[config.mk]
export PLATFORM = sky130hd
export DESIGN_NAME = gpio_bank_ctrl
export DESIGN_NICKNAME = d
export VERILOG_FILES = /design/src/rtl/gpio_cfg_pkg.sv /design/src/rtl/gpio_access_fsm.sv /design/src/rtl/gpio_bank.sv /design/src/rtl/gpio_bank_ctrl.sv
export SDC_FILE = /design/constraint.sdc
export NUM_CORES = 1
export LEC_CHECK = 0
export ABC_AREA = 1
export BUFFER_PORTS_ARGS = -buffer_cell sky130_fd_sc_hd__buf_2
export CORE_ASPECT_RATIO = 0.9
export CORE_UTILIZATION = 45
export DETAILED_ROUTE_END_ITERATION = 10
export PLACE_DENSITY = 0.67
export SYNTH_ARGS = -nofsm -noshare
export SYNTH_HDL_FRONTEND = slang
export SYNTH_SLANG_ARGS = --single-unit
[constraint.sdc]
create_clock -name clk -period 2.7 [get_ports clk]
set_input_delay 0.405 -clock clk [delete_from_list [all_inputs] [get_ports clk]]
set_output_delay 0.405 -clock clk [all_outputs]
set_load 0.05 [all_outputs]
[src/rtl/gpio_cfg_pkg.sv]
package gpio_cfg_pkg;

    localparam int PINS_PER_BANK = 8;
    localparam int REGS_PER_BANK = 4;

    typedef enum logic [1:0] {
        ACC_IDLE  = 2'd0,
        ACC_WRITE = 2'd1,
        ACC_READ  = 2'd2
    } acc_state_e;

    typedef enum logic [1:0] {
        SEL_DIR    = 2'd0,
        SEL_LATCH  = 2'd1,
        SEL_STATUS = 2'd2,
        SEL_STYLE  = 2'd3
    } reg_sel_e;

endpackage

[src/rtl/gpio_access_fsm.sv]
module gpio_access_fsm
    import gpio_cfg_pkg::*;
#(
    parameter int IDX_W  = 8,
    parameter int DATA_W = 8
) (
    input  logic              clk,
    input  logic              rst_n,
    input  logic              req_wr,
    input  logic              req_rd,
    input  logic [IDX_W-1:0]  req_index,
    input  logic [DATA_W-1:0] req_data,
    output logic [IDX_W-1:0]  held_index,
    output logic [DATA_W-1:0] held_data,
    output logic              commit_wr,
    output logic              capture_rd
);

    acc_state_e state_q;
    acc_state_e state_d;

    // state register
    always_ff @(posedge clk or negedge rst_n) begin
        if (!rst_n) begin
            state_q <= ACC_IDLE;
        end else begin
            state_q <= state_d;
        end
    end

    // next state
    always_comb begin
        state_d = state_q;
        unique case (state_q)
            ACC_IDLE: begin
                if (req_wr) begin
                    state_d = ACC_WRITE;
                end else if (req_rd) begin
                    state_d = ACC_READ;
                end
            end
            ACC_WRITE: state_d = ACC_IDLE;
            ACC_READ:  state_d = ACC_IDLE;
            default:   state_d = ACC_IDLE;
        endcase
    end

    // request holding register, loaded only when a strobe is accepted
    always_ff @(posedge clk or negedge rst_n) begin
        if (!rst_n) begin
            held_index <= '0;
            held_data  <= '0;
        end else if (state_q == ACC_IDLE && (req_wr || req_rd)) begin
            held_index <= req_index;
            held_data  <= req_data;
        end
    end

    // outputs
    always_comb begin
        commit_wr  = 1'b0;
        capture_rd = 1'b0;
        unique case (state_q)
            ACC_IDLE:  ;
            ACC_WRITE: commit_wr  = 1'b1;
            ACC_READ:  capture_rd = 1'b1;
            default:   ;
        endcase
    end

    // a busy state lasts one cycle
    p_busy_one_cycle_r9: assert property (@(posedge clk) disable iff (!rst_n)
        (state_q != ACC_IDLE) |=> (state_q == ACC_IDLE));

    // strobes during a busy state do not disturb the held request
    p_busy_holds_request_r9: assert property (@(posedge clk) disable iff (!rst_n)
        (state_q != ACC_IDLE) |=> ($stable(held_index) && $stable(held_data)));

    // write wins over a simultaneous read
    p_write_priority_r9: assert property (@(posedge clk) disable iff (!rst_n)
        (state_q == ACC_IDLE && req_wr && req_rd) |=> (state_q == ACC_WRITE));

endmodule

[src/rtl/gpio_bank.sv]
module gpio_bank
    import gpio_cfg_pkg::*;
#(
    parameter int PINS = 8
) (
    input  logic                     clk,
    input  logic                     rst_n,
    input  logic                     wr_en,
    input  logic [1:0]               reg_sel,
    input  logic [PINS_PER_BANK-1:0] wdata,
    output logic [PINS_PER_BANK-1:0] rd_data,
    input  logic [PINS_PER_BANK-1:0] pad_in,
    output logic [PINS_PER_BANK-1:0] pad_out,
    output logic [PINS_PER_BANK-1:0] pad_oe
);

    localparam logic [PINS_PER_BANK:0]   MASK_WIDE = (({{PINS_PER_BANK{1'b0}}, 1'b1}) << PINS) - 1'b1;
    localparam logic [PINS_PER_BANK-1:0] PIN_MASK  = MASK_WIDE[PINS_PER_BANK-1:0];

    logic [PINS_PER_BANK-1:0] dir_q;
    logic [PINS_PER_BANK-1:0] latch_q;
    logic [PINS_PER_BANK-1:0] style_q;
    logic [PINS_PER_BANK-1:0] sync1_q;
    logic [PINS_PER_BANK-1:0] status_q;
    logic [1:0]               warm_q;

    // control registers
    always_ff @(posedge clk or negedge rst_n) begin
        if (!rst_n) begin
            dir_q   <= '0;
            latch_q <= '0;
            style_q <= '0;
        end else if (wr_en) begin
            unique case (reg_sel_e'(reg_sel))
                SEL_DIR:    dir_q   <= wdata & PIN_MASK;
                SEL_LATCH:  latch_q <= wdata & PIN_MASK;
                SEL_STATUS: ;
                SEL_STYLE:  style_q <= wdata & PIN_MASK;
                default:    ;
            endcase
        end
    end

    // two-flop synchronizer on the pad levels
    always_ff @(posedge clk or negedge rst_n) begin
        if (!rst_n) begin
            sync1_q  <= '0;
            status_q <= '0;
        end else begin
            sync1_q  <= pad_in & PIN_MASK;
            status_q <= sync1_q;
        end
    end

    // read selection
    always_comb begin
        rd_data = '0;
        unique case (reg_sel_e'(reg_sel))
            SEL_DIR:    rd_data = dir_q;
            SEL_LATCH:  rd_data = latch_q;
            SEL_STATUS: rd_data = status_q;
            SEL_STYLE:  rd_data = style_q;
            default:    rd_data = '0;
        endcase
    end

    // per-pin pad drivers
    for (genvar p = 0; p < PINS_PER_BANK; p++) begin : g_pin
        if (p < PINS) begin : g_live
            always_comb begin
                if (!dir_q[p]) begin
                    pad_oe[p]  = 1'b0;
                    pad_out[p] = 1'b0;
                end else if (style_q[p]) begin
                    pad_oe[p]  = 1'b1;
                    pad_out[p] = latch_q[p];
                end else begin
                    pad_oe[p]  = ~latch_q[p];
                    pad_out[p] = 1'b0;
                end
            end
        end else begin : g_absent
            assign pad_oe[p]  = 1'b0;
            assign pad_out[p] = 1'b0;
        end
    end

    // cycles since reset, saturating, used to qualify the synchronizer check
    always_ff @(posedge clk or negedge rst_n) begin
        if (!rst_n) begin
            warm_q <= '0;
        end else if (warm_q != 2'd2) begin
            warm_q <= warm_q + 2'd1;
        end
    end

    // status is the pad level delayed by two edges
    p_status_sync_r5: assert property (@(posedge clk) disable iff (!rst_n)
        (warm_q == 2'd2) |-> (status_q == ($past(pad_in, 2) & PIN_MASK)));

    // an open-drain pin never drives a high level
    p_od_no_high_r4: assert property (@(posedge clk) disable iff (!rst_n)
        ((pad_oe & pad_out & ~style_q) == '0));

    // missing pins never enable their pad
    p_absent_quiet_r7: assert property (@(posedge clk) disable iff (!rst_n)
        ((pad_oe & ~PIN_MASK) == '0));

    // registers move only on a committed write
    p_regs_hold_r9: assert property (@(posedge clk) disable iff (!rst_n)
        !wr_en |=> ($stable(dir_q) && $stable(latch_q) && $stable(style_q)));

endmodule

[src/rtl/gpio_bank_ctrl.sv]
module gpio_bank_ctrl
    import gpio_cfg_pkg::*;
#(
    parameter int                    NUM_BANKS       = 4,
    parameter logic [8*NUM_BANKS-1:0] BANK_BASES     = {8'h88, 8'hD0, 8'hE0, 8'hF0},
    parameter logic [4*NUM_BANKS-1:0] BANK_PIN_COUNT = {4'd4, 4'd7, 4'd5, 4'd8},
    localparam int                   PAD_W           = PINS_PER_BANK * NUM_BANKS
) (
    input  logic             clk,
    input  logic             rst_n,
    input  logic [7:0]       cfg_index,
    input  logic [7:0]       cfg_wdata,
    input  logic             cfg_wr,
    input  logic             cfg_rd,
    output logic [7:0]       cfg_rdata,
    output logic             cfg_rvalid,
    input  logic [PAD_W-1:0] pad_in,
    output logic [PAD_W-1:0] pad_out,
    output logic [PAD_W-1:0] pad_oe
);

    logic [7:0]     held_index;
    logic [7:0]     held_data;
    logic           commit_wr;
    logic           capture_rd;
    logic [NUM_BANKS-1:0] bank_hit;
    logic [7:0]     bank_rd [NUM_BANKS];
    logic [7:0]     rd_mux;

    gpio_access_fsm #(
        .IDX_W  (8),
        .DATA_W (8)
    ) u_fsm (
        .clk        (clk),
        .rst_n      (rst_n),
        .req_wr     (cfg_wr),
        .req_rd     (cfg_rd),
        .req_index  (cfg_index),
        .req_data   (cfg_wdata),
        .held_index (held_index),
        .held_data  (held_data),
        .commit_wr  (commit_wr),
        .capture_rd (capture_rd)
    );

    for (genvar b = 0; b < NUM_BANKS; b++) begin : g_bank
        localparam logic [7:0] BASE = BANK_BASES[8*b +: 8];
        localparam int         PINS = int'(BANK_PIN_COUNT[4*b +: 4]);

        assign bank_hit[b] = (held_index[7:2] == BASE[7:2]);

        gpio_bank #(
            .PINS (PINS)
        ) u_bank (
            .clk     (clk),
            .rst_n   (rst_n),
            .wr_en   (commit_wr && bank_hit[b]),
            .reg_sel (held_index[1:0]),
            .wdata   (held_data),
            .rd_data (bank_rd[b]),
            .pad_in  (pad_in[8*b +: 8]),
            .pad_out (pad_out[8*b +: 8]),
            .pad_oe  (pad_oe[8*b +: 8])
        );
    end

    always_comb begin
        rd_mux = '0;
        for (int b = 0; b < NUM_BANKS; b++) begin
            if (bank_hit[b]) begin
                rd_mux = rd_mux | bank_rd[b];
            end
        end
    end

    always_ff @(posedge clk or negedge rst_n) begin
        if (!rst_n) begin
            cfg_rdata  <= '0;
            cfg_rvalid <= 1'b0;
        end else begin
            cfg_rvalid <= capture_rd;
            if (capture_rd) begin
                cfg_rdata <= rd_mux;
            end
        end
    end

    // read-valid is a single-cycle pulse
    p_rvalid_pulse_r9: assert property (@(posedge clk) disable iff (!rst_n)
        cfg_rvalid |=> !cfg_rvalid);

    // a write strobe accepted from idle never yields read data
    p_write_no_response_r9: assert property (@(posedge clk) disable iff (!rst_n)
        commit_wr |=> !cfg_rvalid);

    // pads are released while reset is held
    always @(posedge clk) begin
        if (!rst_n) begin
            p_reset_released_r6: assert (pad_oe == '0);
        end
    end

endmodule

# Yosys cells after proc, flatten, opt, wreduce, memory -nomap -nowiden
# Index checks and enable logic that the tools add are counted.
# W data, S select, Z words.
dict set report word_totals {
  in_bits 52
  regBits 147
  word_cells 191
}
dict set report op_classes {
  bitwise 27
  n_reduce_logical 20
  muxes 109
  eq_ne 10
}
# op count
set op_table {}
lappend op_table {{$pmux W8 S4} 4}
lappend op_table {{$mux W1} 98}
lappend op_table {{$mux W8} 4}
lappend op_table {{$eq A6 B6 Y1 const B} 4}
lappend op_table {{$not A1 Y1} 24}
lappend op_table {{$or A8 B8 Y8} 3}
lappend op_table {{$reduce_and A2 Y1} 12}
lappend op_table {{$eq A2 B2 Y1 const B} 3}
lappend op_table {{$mux W2} 3}
lappend op_table {{$logic_and A1 B1 Y1} 5}
lappend op_table {{$eq A2 B1 Y1 const B} 2}
lappend op_table {{$logic_not A2 Y1} 2}
lappend op_table {{$ne A3 B3 Y1 const B} 1}
lappend op_table {{$logic_or A1 B1 Y1} 1}

# Longest topological paths before layout
# Gate-level depths: netlist of the first run.
dict set report depth {
  ltp_word 9
  depth_mapped 10
  mapped_depth_nobuf 8
}

# Modules after synthesis
# A second synthesis of the first run with hierarchy kept.
dict set report unflattened {
  cells_unflattened 787
  area_unflattened_um2 6930.4
}
# mod cells_each area_each_um2 instances seq_area_each_um2
set by_module_without_submodules {}
lappend by_module_without_submodules {{gpio_bank at g_bank[0].u_bank} 189 1798.0 1 1001.0}
lappend by_module_without_submodules {{gpio_bank at g_bank[2].u_bank} 171 1582.8 1 875.8}
lappend by_module_without_submodules {{gpio_bank at g_bank[1].u_bank} 128 1129.8 1 625.6}
lappend by_module_without_submodules {{gpio_bank at g_bank[3].u_bank} 109 973.4 1 500.5}
lappend by_module_without_submodules {gpio_access_fsm 81 742.0 1 450.4}
lappend by_module_without_submodules {gpio_bank_ctrl 109 704.4 1 225.2}

# Worst setup path after synthesis of the first run
# No wires, ideal clock.
dict set report synth_timing {
  path_kind {register -> output}
  startpoint {reg g_bank[0].u_bank.latch_q[2]}
  endpoint {out pad_oe[2]}
  slack_ns 0.763
  path_buffers 0
  t_arrival_ns 1.532
  path_stages_with_launch 2
  path_cell_list {dfrtp_1 -> a21boi_0}
}
dict set report synth_via {
  elab_chain_cells 3
}
# element line
set synth_rtl {}
lappend synth_rtl {{start: declaration} gpio_bank.sv:21} ;# logic [PINS_PER_BANK-1:0] latch_q;
lappend synth_rtl {{start signal: assignment} gpio_bank.sv:36} ;# SEL_LATCH: latch_q <= wdata & PIN_MASK;
lappend synth_rtl {{$not A1 Y1} gpio_bank.sv:78} ;# pad_oe[p] = ~latch_q[p];
lappend synth_rtl {{$mux W1} gpio_bank.sv:74} ;# end else if (style_q[p]) begin
lappend synth_rtl {{$mux W1} gpio_bank.sv:71} ;# if (!dir_q[p]) begin
lappend synth_rtl {{end: declaration} gpio_bank_ctrl.sv:19} ;# output logic [PAD_W-1:0] pad_oe
# No other way between the ends.

# Final worst setup path of the first run
dict set report layout_timing {
  startpoint {reg u_fsm.held_index[1]}
  endpoint {reg g_bank[2].u_bank.style_q[3]}
}
dict set report layout_via {
  elab_chain_cells 2
}
# element line
set layout_rtl {}
lappend layout_rtl {{start: declaration} gpio_access_fsm.sv:13} ;# output logic [IDX_W-1:0] held_index,
lappend layout_rtl {{start signal: assignment} gpio_access_fsm.sv:54} ;# held_index <= req_index;
lappend layout_rtl {{$eq A2 B2 Y1} gpio_bank.sv:34} ;# unique case (reg_sel_e'(reg_sel))
lappend layout_rtl {{$reduce_and A2 Y1 (no source line)} -}
lappend layout_rtl {{end signal: assignment} gpio_bank.sv:38} ;# SEL_STYLE: style_q <= wdata & PIN_MASK;
lappend layout_rtl {{end: declaration} gpio_bank.sv:22} ;# logic [PINS_PER_BANK-1:0] style_q;
# No other way between the ends.
# A chain may end at the register's enable or synchronous reset.

==> flow_summary_export.csv, run 1 <==
group,metric,value,unit
pwr,p_per_area,815.8,nW/µm²
timing,fmax,467.1,MHz
timing,final.period_utilization,79.28,%
synth,synth_top_area_share,58.79,%
setup_path,startpoint,"u_fsm.held_index[1]",
floorplan,die_h,113.9,µm
timing,worst_pin_slew,638.8,ps
synth,ys_async_sr_fraction,100.0,%
global_route,grt_max_degree,69,
pwr,total_leakage_power,0.003673,µW
final_layout,finalInstanceArea,7585,µm²
pwr,p_sw,1772,µW
timing,setup_violations,0,
synth,yosysWarnings,0,
floorplan,initial_core_util,46.48,%
route,routedWlPerCell,15.58,µm
setup_path,worstPathCellList,"nand2_1, inv_2, nand3_1, o21ai_0",
setup_path,crit_type,"reg -> reg",
placement,gp_congestion,0.8494,
timing,skew,9.965,ps
cts,cts_tree,"built",
timing,slew_viol_final,0,
placement,portBuffers,100,
route,vias,5274,
route,drtIter0Drc,505,
final_layout,area_growth,21.22,%
floorplan,row_count,40,
pwr,p_total,6187,µW
min_path,hold_class,"in -> reg",
synth,ys_ff_latch,147,
final_layout,diodes,0,
outcome,status,"complete, no violations",
setup_path,reg2regPathDepth,4,
synth,syn_area,6257,µm²
synth,synth.avg_cell_area,8.572,µm²
cts,clkTransAtPathRegs,60,ps
cts,cts-root-buf,"clkbuf_16",
route,drc,0,
synth,yosysSeqAreaShare,58.79,%
cts,cts_sinks,147,
global_route,grt_pass1_vias,5019,
setup_path,cp-start-kind,"flip-flop",
synth,synth_cells,730,
setup_path,reg2reg_setup_slack,560,ps
setup_path,reg2reg_to,"g_bank[2].u_bank.style_q[3]",
cts,clock_latency,430,ps
placement,dp_slack,595.1,ps
setup_path,crit_fanout,14,
final_layout,seqCellArea,3679,µm²
timing,timing.setup.tns,0,ps
pwr,combinationalPowerShare,15.7,%
global_route,antenna_found_initial,0,
timing,rsz0062_at_grt,"false",
synth,synth_flop_cell,"dfrtp_1",
route,viasPerCell,5.181,
synth,yosys.area.top_type,"dfrtp_1",
synth,synth.distinct_cells,22,
synth,synthTopCellsByArea,"dfrtp_1 59%, nand2_1 12%, o21ai_0 5.7%, nor2_1 5.1%, nand3_1 3.4%",
setup_path,cp_slowest_stage_delay,540,ps
cts,cts_buffers,17,
final_layout,multi_input_area,2186,µm²
global_route,grt_use_total,23.71,%
cts,htreeDepth,4,
timing,period_minus_slack,2141,ps
placement,hpwl,11.09,mm
pwr,seqPwrFrac,41.4,%
floorplan,io_pins,125,
timing,slew_headroom,57.18,%
setup_path,reg2reg_from,"u_fsm.held_index[1]",
pwr,pwr-share-clk,43.0,%
cts,ctsLongestPathBuffers,2,
pwr,vdd_ir_drop_max,0.5415,mV
floorplan,die_area,14380,µm²
setup_path,crit_path_end,"g_bank[2].u_bank.style_q[3]",
cts,cts_resized,0,
final_layout,fin_nets,889,
route,drtPass1Iterations,6,
placement,place_area,6900,µm²
run,max-cap-violations,0,
synth,synthTopCellsByCount,"197 x nand2_1, 147 x dfrtp_1, 85 x nor2_1",
floorplan,core,13460,µm²
pwr,intPower,4415,µW
setup_path,cp.arrival,2470,ps
setup_path,required,3030,ps
pwr,netSwitchingFraction,28.65,%
final_layout,fillers,1219,
global_route,grt_pass1_wl,25.52,mm
cts,cts_post_setup_buffers_inserted,0,
route,ant_nets,0,
synth,post-synth-top-count-cell,"nand2_1",
floorplan,die_x,126.3,µm
final_layout,drive_above_1_share,18.94,%
setup_path,cp-end-kind,"flip-flop",
global_route,gr-total-overflow,0,
timing,hold_violations,0,
timing,setup_slack,559.4,ps
synth,synth_edf_count,0,
route,wl,15.87,mm
setup_path,crit_slowest_cell,"dfrtp_1",
## area by class of cell
| cell class | count | share of cell area (%) |
|---|---|---|
| flip-flops and latches | 147 | 48.50 |
| multi-input cells | 499 | 28.82 |
| repair buffers | 115 | 8.199 |
| clock buffers | 19 | 5.840 |
| clock inverters | 13 | 3.052 |
| inverters | 57 | 2.821 |
| well taps | 168 | 2.771 |
## how the worst min path moves through the flow
stage,startpoint,cells after the start,slack (ps),to
final,pad_in[9],1,80,g_bank[1].u_bank.sync1_q[1]
after global routing,pad_in[9],1,50,g_bank[1].u_bank.sync1_q[1]
after CTS,pad_in[12],1,70,g_bank[1].u_bank.sync1_q[4]
after detailed placement,g_bank[2].u_bank.sync1_q[5],0,330,g_bank[2].u_bank.status_q[5]
after global placement,g_bank[0].u_bank.sync1_q[1],0,330,g_bank[0].u_bank.status_q[1]
after floorplan,rst_n,0,110,cfg_rdata[0]
## logic make-up after synthesis
logic type	share of synthesized area, %
buffers and inverters	7.238
other	0.05993
muxes	0.3599
DFF	58.79
AOI/OAI and AO/OA	11.88
and+or+nand+nor	21.68
## critical path, delay by kind of cell (launching register included)
family	cells	cell delay, ps
AO/OA/AOI/OAI	1	350
AND/OR/NAND/NOR	2	770
buffers and inverters	1	380
flip-flops	1	540
## power groups by stage
stage | clock network (µW) | registers (µW) | logic, µW
CTS | 2690 | 2560 | 970
detailed placement | 0 | 2590 | 964
global route | 2800 | 2590 | 1070
floorplan | 0 | 2630 | 611
global placement | 0 | 2580 | 939
finish | 2660 | 2560 | 970
## routing by layer
metal	track usage, %	wire length (µm)	vias to the layer above
li1	-	-	2526
met1	31.43	7023	2500
met2	36.98	7397	223
met3	7.270	1191	25
met4	8.514	252	0
met5	0	0	-
## layout by cell type, fill, tap and decap left out, drive strengths merged
master	netlist	routed
nor3	1	1
nand2	197	197
a21boi	1	1
nand3b	1	1
mux2	2	2
nor2	88	88
conb	1	16
clkinv	0	5
clkbuf	12	19
o21ai	111	111
and2	1	1
nand3	47	47
o211ai	4	4
inv	57	57
buf	30	114
clkinvlp	0	2
a21oi	30	30
bufinv	0	6
dfrtp	147	147
dlygate4sd3	0	1
## timing repair
action | CTS | global route
endpoints found under the hold margin | 11 | 0
endpoints found under the setup margin | 0 | 0
hold buffers | 1 | 0
## state kept, by name (all words and copies together) (netlist names)
register,flops
cfg_rdata,8
cfg_rvalid,1
g_bank.u_bank.dir_q,24
g_bank.u_bank.latch_q,24
g_bank.u_bank.status_q,24
g_bank.u_bank.style_q,24
g_bank.u_bank.sync1_q,24
u_fsm.held_data,8
u_fsm.held_index,8
u_fsm.state_q,2
## per-stage QoR
stage / hold slack (ps) / std cells / util, %
final: 76.80 / 1018 / 56.34
after global routing: 53.49 / 1018 / 56.34
after global placement: 333.7 / 985 / 51.25
after floorplan: 109.4 / 745 / -
after detailed placement: 334.7 / 985 / 51.25
after CTS: 65.37 / 1018 / 56.34
No activity file was read; power rests on OpenSTA's default activity.
==> run 2, diff against run 1 <==
==> constraint.sdc (replaced) <==
create_clock -name clk -period 2 [get_ports clk]
set_input_delay 0.3 -clock clk [delete_from_list [all_inputs] [get_ports clk]]
set_output_delay 0.3 -clock clk [all_outputs]
set_load 0.05 [all_outputs]
==> flow_summary_export.csv, run 2 (synthesis gave the netlist of run 1 again) <==
group,metric,value,unit
final_layout,diodes,0,
setup_path,reg2regPathDepth,4,
timing,hold_violations,0,
route,wl_met1,7.249,mm
min_path,hold_class,"in -> reg",
final_layout,finalInstanceArea,7918,µm²
setup_path,crit_type,"reg -> reg",
pwr,p_total,8109,µW
floorplan,row_count,40,
placement,gp_congestion,0.8964,
cts,clkTransAtPathRegs,60,ps
setup_path,cp_slowest_stage_delay,490,ps
timing,slew_viol_final,0,
timing,rsz0062_at_grt,"false",
final_layout,layout_common_cells,"197 x nand2_1, 147 x dfrtp_1, 99 x buf_2",
global_route,grt_pass1_wl,25.38,mm
floorplan,initial_core_util,46.48,%
timing,final.period_utilization,90.32,%
timing,timing.setup.tns,0,ps
setup_path,crit_slowest_cell,"dfrtp_1",
cts,cts-root-buf,"clkbuf_16",
floorplan,io_pins,125,
timing,setup_violations,0,
placement,portBuffers,100,
pwr,pwr-share-clk,40.2,%
floorplan,die_x,126.3,µm
setup_path,worstPathCellList,"nor2_2, buf_4, nand3_1, o21ai_0",
timing,slew_headroom,58.11,%
global_route,gr-total-overflow,0,
route,wl,15.96,mm
cts,cts_post_setup_buffers_inserted,0,
timing,skew,6.422,ps
min_path,hold_depth,2,
global_route,grt_max_degree,66,
route,routedWlPerCell,15.12,µm
pwr,intPower,5741,µW
min_path,min-delay-start,"cfg_wr",
pwr,combinationalPowerShare,17.2,%
setup_path,required,2330,ps
final_layout,area_growth,26.53,%
route,highest_layer,"met4",
cts,cts_sinks,147,
global_route,grt_use_total,23.55,%
final_layout,fin_nets,927,
route,drtPass1Iterations,5,
cts,clock_latency,420,ps
setup_path,cp-end-kind,"flip-flop",
placement,place_area,7056,µm²
timing,period_minus_slack,1806,ps
setup_path,reg2reg_to,"g_bank[2].u_bank.dir_q[1]",
pwr,seqPwrFrac,42.6,%
global_route,antenna_found_initial,0,
route,route.met2.wl,7.429,mm
placement,hpwl,11.18,mm
cts,cts_tree,"built",
outcome,status,"complete, no violations",
global_route,grt_pass1_vias,5056,
cts,htreeDepth,4,
floorplan,die_h,113.9,µm
pwr,total_leakage_power,0.003825,µW
route,viasPerCell,5.126,
final_layout,final_common_cell,"nand2_1",
floorplan,die_area,14380,µm²
route,dr_wl_met3,1.098,mm
setup_path,reg2reg_setup_slack,190,ps
setup_path,crit_fanout,14,
final_layout,drive_above_1_share,19.62,%
setup_path,cp.arrival,2130,ps
pwr,netSwitchingFraction,29.20,%
route,ant_nets,0,
route,drtIter0Drc,488,
timing,whs,64.32,ps
route,vias,5408,
pwr,p_sw,2368,µW
timing,worst_pin_slew,628.3,ps
cts,ctsLongestPathBuffers,2,
pwr,vdd_ir_drop_max,0.7266,mV
setup_path,cp-start-kind,"flip-flop",
run,max-cap-violations,0,
cts,cts_resized,0,
pwr,p_per_area,1024,nW/µm²
cts,cts_buffers,17,
route,drc,0,
min_path,holdPathEnd,"u_fsm.state_q[1]",
setup_path,reg2reg_from,"u_fsm.held_index[1]",
floorplan,core,13460,µm²
timing,fmax,553.6,MHz
[run 2: changes by cell type in the layout (fill, tap and decap cells not counted), sizes merged]
| cell | delta |
|---|---|
| buf | +14 |
| bufinv | -3 |
| clkbuf | +3 |
| clkinv | -2 |
| clkinvlp | +1 |
| dlygate4sd3 | +24 |
[run 2: worst max-delay path: cells and delay by family, from the launching register on]
| kind | cells | cell delay (ps) |
|---|---|---|
| flip-flops | 1 | 490 |
| AO/OA/AOI/OAI | 1 | 310 |
| AND/OR/NAND/NOR | 2 | 650 |
| buffers and inverters | 1 | 260 |
[run 2: through the flow]
stage / utilization [%] / std cells / worst slack, ps
after floorplan: - / 745 / 168.4
after global placement: 52.41 / 999 / 290.6
after detailed placement: 52.41 / 999 / 214.1
after CTS: 58.81 / 1055 / 228.2
after global routing: 58.81 / 1055 / 41.62
final: 58.81 / 1055 / 193.7
[run 2: worst max path at each step]
stage	startpoint	to	slack [ps]	cells past startpoint
CTS	u_fsm.held_index[1]	g_bank[2].u_bank.dir_q[1]	230	4
detailed placement	u_fsm.held_index[1]	g_bank[2].u_bank.dir_q[1]	210	4
finish	u_fsm.held_index[1]	g_bank[2].u_bank.dir_q[1]	190	4
floorplan	g_bank[0].u_bank.latch_q[2]	pad_oe[2]	170	1
global placement	u_fsm.held_index[1]	g_bank[2].u_bank.dir_q[5]	290	5
global route	u_fsm.held_index[1]	g_bank[2].u_bank.dir_q[6]	40	4
[run 2: cell type report]
class | instances | area, µm²
fillers | 1159 | 5545
flip-flops and latches | 147 | 3679
multi-input cells | 499 | 2186
repair buffers | 153 | 1017
clock buffers | 22 | 484.2
inverters | 57 | 214.0
well taps | 168 | 210.2
clock inverters | 9 | 127.6
[run 2: routing by layer]
layer | up-vias | GRT usage (%)
met5 | - | 0
met4 | 0 | 7.149
met3 | 19 | 6.614
met2 | 212 | 37.27
met1 | 2573 | 31.66
li1 | 2604 | -
[run 2: what timing repair did]
action                     4_1_cts  5_1_grt
hold buffers                    25        0
hold endpoints to repair        85        0
setup endpoints to repair        0        0
[run 2: power by group through the flow]
| stage | Sequential (µW) | Combinational [µW] | Clock, µW |
|---|---|---|---|
| global placement | 3490 | 1330 | 0 |
| finish | 3460 | 1390 | 3260 |
| detailed placement | 3500 | 1350 | 0 |
| CTS | 3450 | 1400 | 3310 |
| floorplan | 3550 | 825 | 0 |
| global route | 3490 | 1530 | 3430 |
==> run 3, diff against run 2 <==
--- a/config.mk
+++ b/config.mk
@@ -6,7 +6,7 @@
 export NUM_CORES = 1
 export LEC_CHECK = 0
 export ABC_AREA = 1
-export BUFFER_PORTS_ARGS = -buffer_cell sky130_fd_sc_hd__buf_2
+export BUFFER_PORTS_ARGS = -buffer_cell sky130_fd_sc_hd__buf_4
 export CORE_ASPECT_RATIO = 0.9
 export CORE_UTILIZATION = 45
 export DETAILED_ROUTE_END_ITERATION = 10
==> constraint.sdc (replaced) <==
create_clock -name clk -period 2 [get_ports clk]
set_input_delay 0.2 -clock clk [delete_from_list [all_inputs] [get_ports clk]]
set_output_delay 0.2 -clock clk [all_outputs]
set_load 0.05 [all_outputs]
==> flow_summary_export.csv, run 3 (synthesis gave the netlist of run 1 again) <==
group,metric,value,unit
route,routedWlPerCell,14.96,µm
cts,ctsLongestPathBuffers,2,
floorplan,die_x,126.3,µm
route,dr_wl_met3,1.092,mm
timing,slew_headroom,65.66,%
timing,setup_violations,0,
floorplan,die_area,14380,µm²
final_layout,fin_util,60.94,%
final_layout,final_common_cell,"nand2_1",
final_layout,area_growth,31.11,%
min_path,min-delay-start,"cfg_index[7]",
pwr,total_leakage_power,0.003881,µW
route,highest_layer,"met4",
cts,clock_latency,410,ps
route,wl,15.80,mm
pwr,vdd_ir_drop_max,0.6557,mV
placement,hpwl,11.12,mm
route,drtPass1Iterations,6,
floorplan,row_count,40,
route,drtIter0Drc,474,
timing,final.period_utilization,83.31,%
setup_path,reg2reg_from,"u_fsm.held_index[2]",
final_layout,stdcell_count,1056,
cts,cts-root-buf,"clkbuf_16",
timing,worst_pin_slew,514.5,ps
final_layout,layout_common_cells,"197 x nand2_1, 147 x dfrtp_1, 123 x buf_4",
route,ant_nets,0,
timing,setup_slack,333.8,ps
final_layout,diodes,0,
floorplan,die_h,113.9,µm
placement,portBuffers,100,
route,wl_met1,7.009,mm
cts,cts_sinks,147,
global_route,grt_pass1_vias,5151,
route,drc,0,
cts,cts_resized,0,
setup_path,crit_slowest_cell,"dfrtp_1",
setup_path,reg2reg_setup_slack,330,ps
setup_path,reg2reg_to,"g_bank[3].u_bank.latch_q[3]",
global_route,grt_pass1_wl,25.71,mm
cts,hold_buffers,27,
final_layout,drive_above_1_share,19.37,%
setup_path,reg2regPathDepth,6,
outcome,status,"complete, no violations",
setup_path,crit_fanout,8,
floorplan,initial_core_util,46.48,%
placement,gp_congestion,0.8729,
final_layout,fin_nets,928,
min_path,hold_depth,2,
setup_path,worstPathCellList,"inv_1, nand2_1, nor3_2, nand3_1, nand2_1, o21ai_0",
timing,timing.setup.tns,0,ps
pwr,p_per_area,1019,nW/µm²
global_route,antenna_found_initial,0,
cts,clkTransAtPathRegs,60,ps
route,vias,5420,
placement,dp_slack,353.5,ps
timing,rsz0062_at_grt,"false",
cts,htreeDepth,4,
min_path,holdPathEnd,"u_fsm.held_index[7]",
global_route,grt_max_degree,54,
cts,cts_buffers,17,
route,viasPerCell,5.133,
placement,place_inst,998,
cts,cts_post_setup_buffers_inserted,0,
route,route.met2.wl,7.484,mm
final_layout,fillers,1134,
timing,skew,7.062,ps
floorplan,core,13460,µm²
setup_path,cp-end-kind,"flip-flop",
setup_path,required,2270,ps
run,max-cap-violations,0,
setup_path,cp.arrival,1940,ps
cts,cts_tree,"built",
timing,period_minus_slack,1666,ps
floorplan,io_pins,125,
setup_path,cp_slowest_stage_delay,390,ps
global_route,grt_use_total,23.69,%
timing,slew_viol_final,0,
setup_path,crit_type,"reg -> reg",
setup_path,cp-start-kind,"flip-flop",
timing,fmax,600.2,MHz
setup_path,critical_path.most_common_cell,"nand2_1",
timing,hold_violations,0,
global_route,gr-total-overflow,0,
min_path,hold_class,"in -> reg",
==> run 3: routing by layer <==
layer | GRT usage (%) | vias up
li1 | - | 2602
met2 | 38.38 | 211
met1 | 31.41 | 2586
met5 | 0 | -
met3 | 6.051 | 21
met4 | 7.470 | 0
==> run 3: metrics by stage <==
step | total power [µW] | hold slack [ps] | cell area [µm²]
after floorplan | 4378 | -95.59 | 6314
after global placement | 4870 | 167.6 | 7283
after detailed placement | 4919 | 176.7 | 7283
after CTS | 8431 | 9.920 | 8204
after global routing | 8741 | 18.73 | 8204
final | 8362 | 23.16 | 8204
==> run 3: area by class of cell <==
cell class	instances	area, µm²	area share [%]
clock buffers	22	474.2	5.780
clock inverters	9	176.4	2.150
inverters	57	214.0	2.608
multi-input cells	499	2186	26.64
flip-flops and latches	147	3679	44.84
well taps	168	210.2	2.562
repair buffers	154	1265	15.42
==> run 3: how the worst max path moves through the flow <==
stage               cells past startpoint  slack, ps                         from                           to
floorplan                               1        270  g_bank[0].u_bank.latch_q[2]                    pad_oe[2]
global placement                        6        430          u_fsm.held_index[3]    g_bank[1].u_bank.dir_q[2]
detailed placement                      6        350          u_fsm.held_index[2]  g_bank[3].u_bank.latch_q[3]
CTS                                     6        340          u_fsm.held_index[2]  g_bank[3].u_bank.latch_q[3]
global route                            6        140          u_fsm.held_index[5]  g_bank[3].u_bank.latch_q[3]
finish                                  6        330          u_fsm.held_index[2]  g_bank[3].u_bank.latch_q[3]
==> run 3: worst max-delay path: cells and delay by family (launching register included) <==
family,cells,cell delay (ps)
buf+inv,1,80
compound gates,1,90
simple gates,4,960
flops,1,390
==> run 3: power breakdown <==
part / internal [µW] / switching [µW]
sequential: 3250 / 211
combinational: 474 / 981
clock: 2300 / 1140
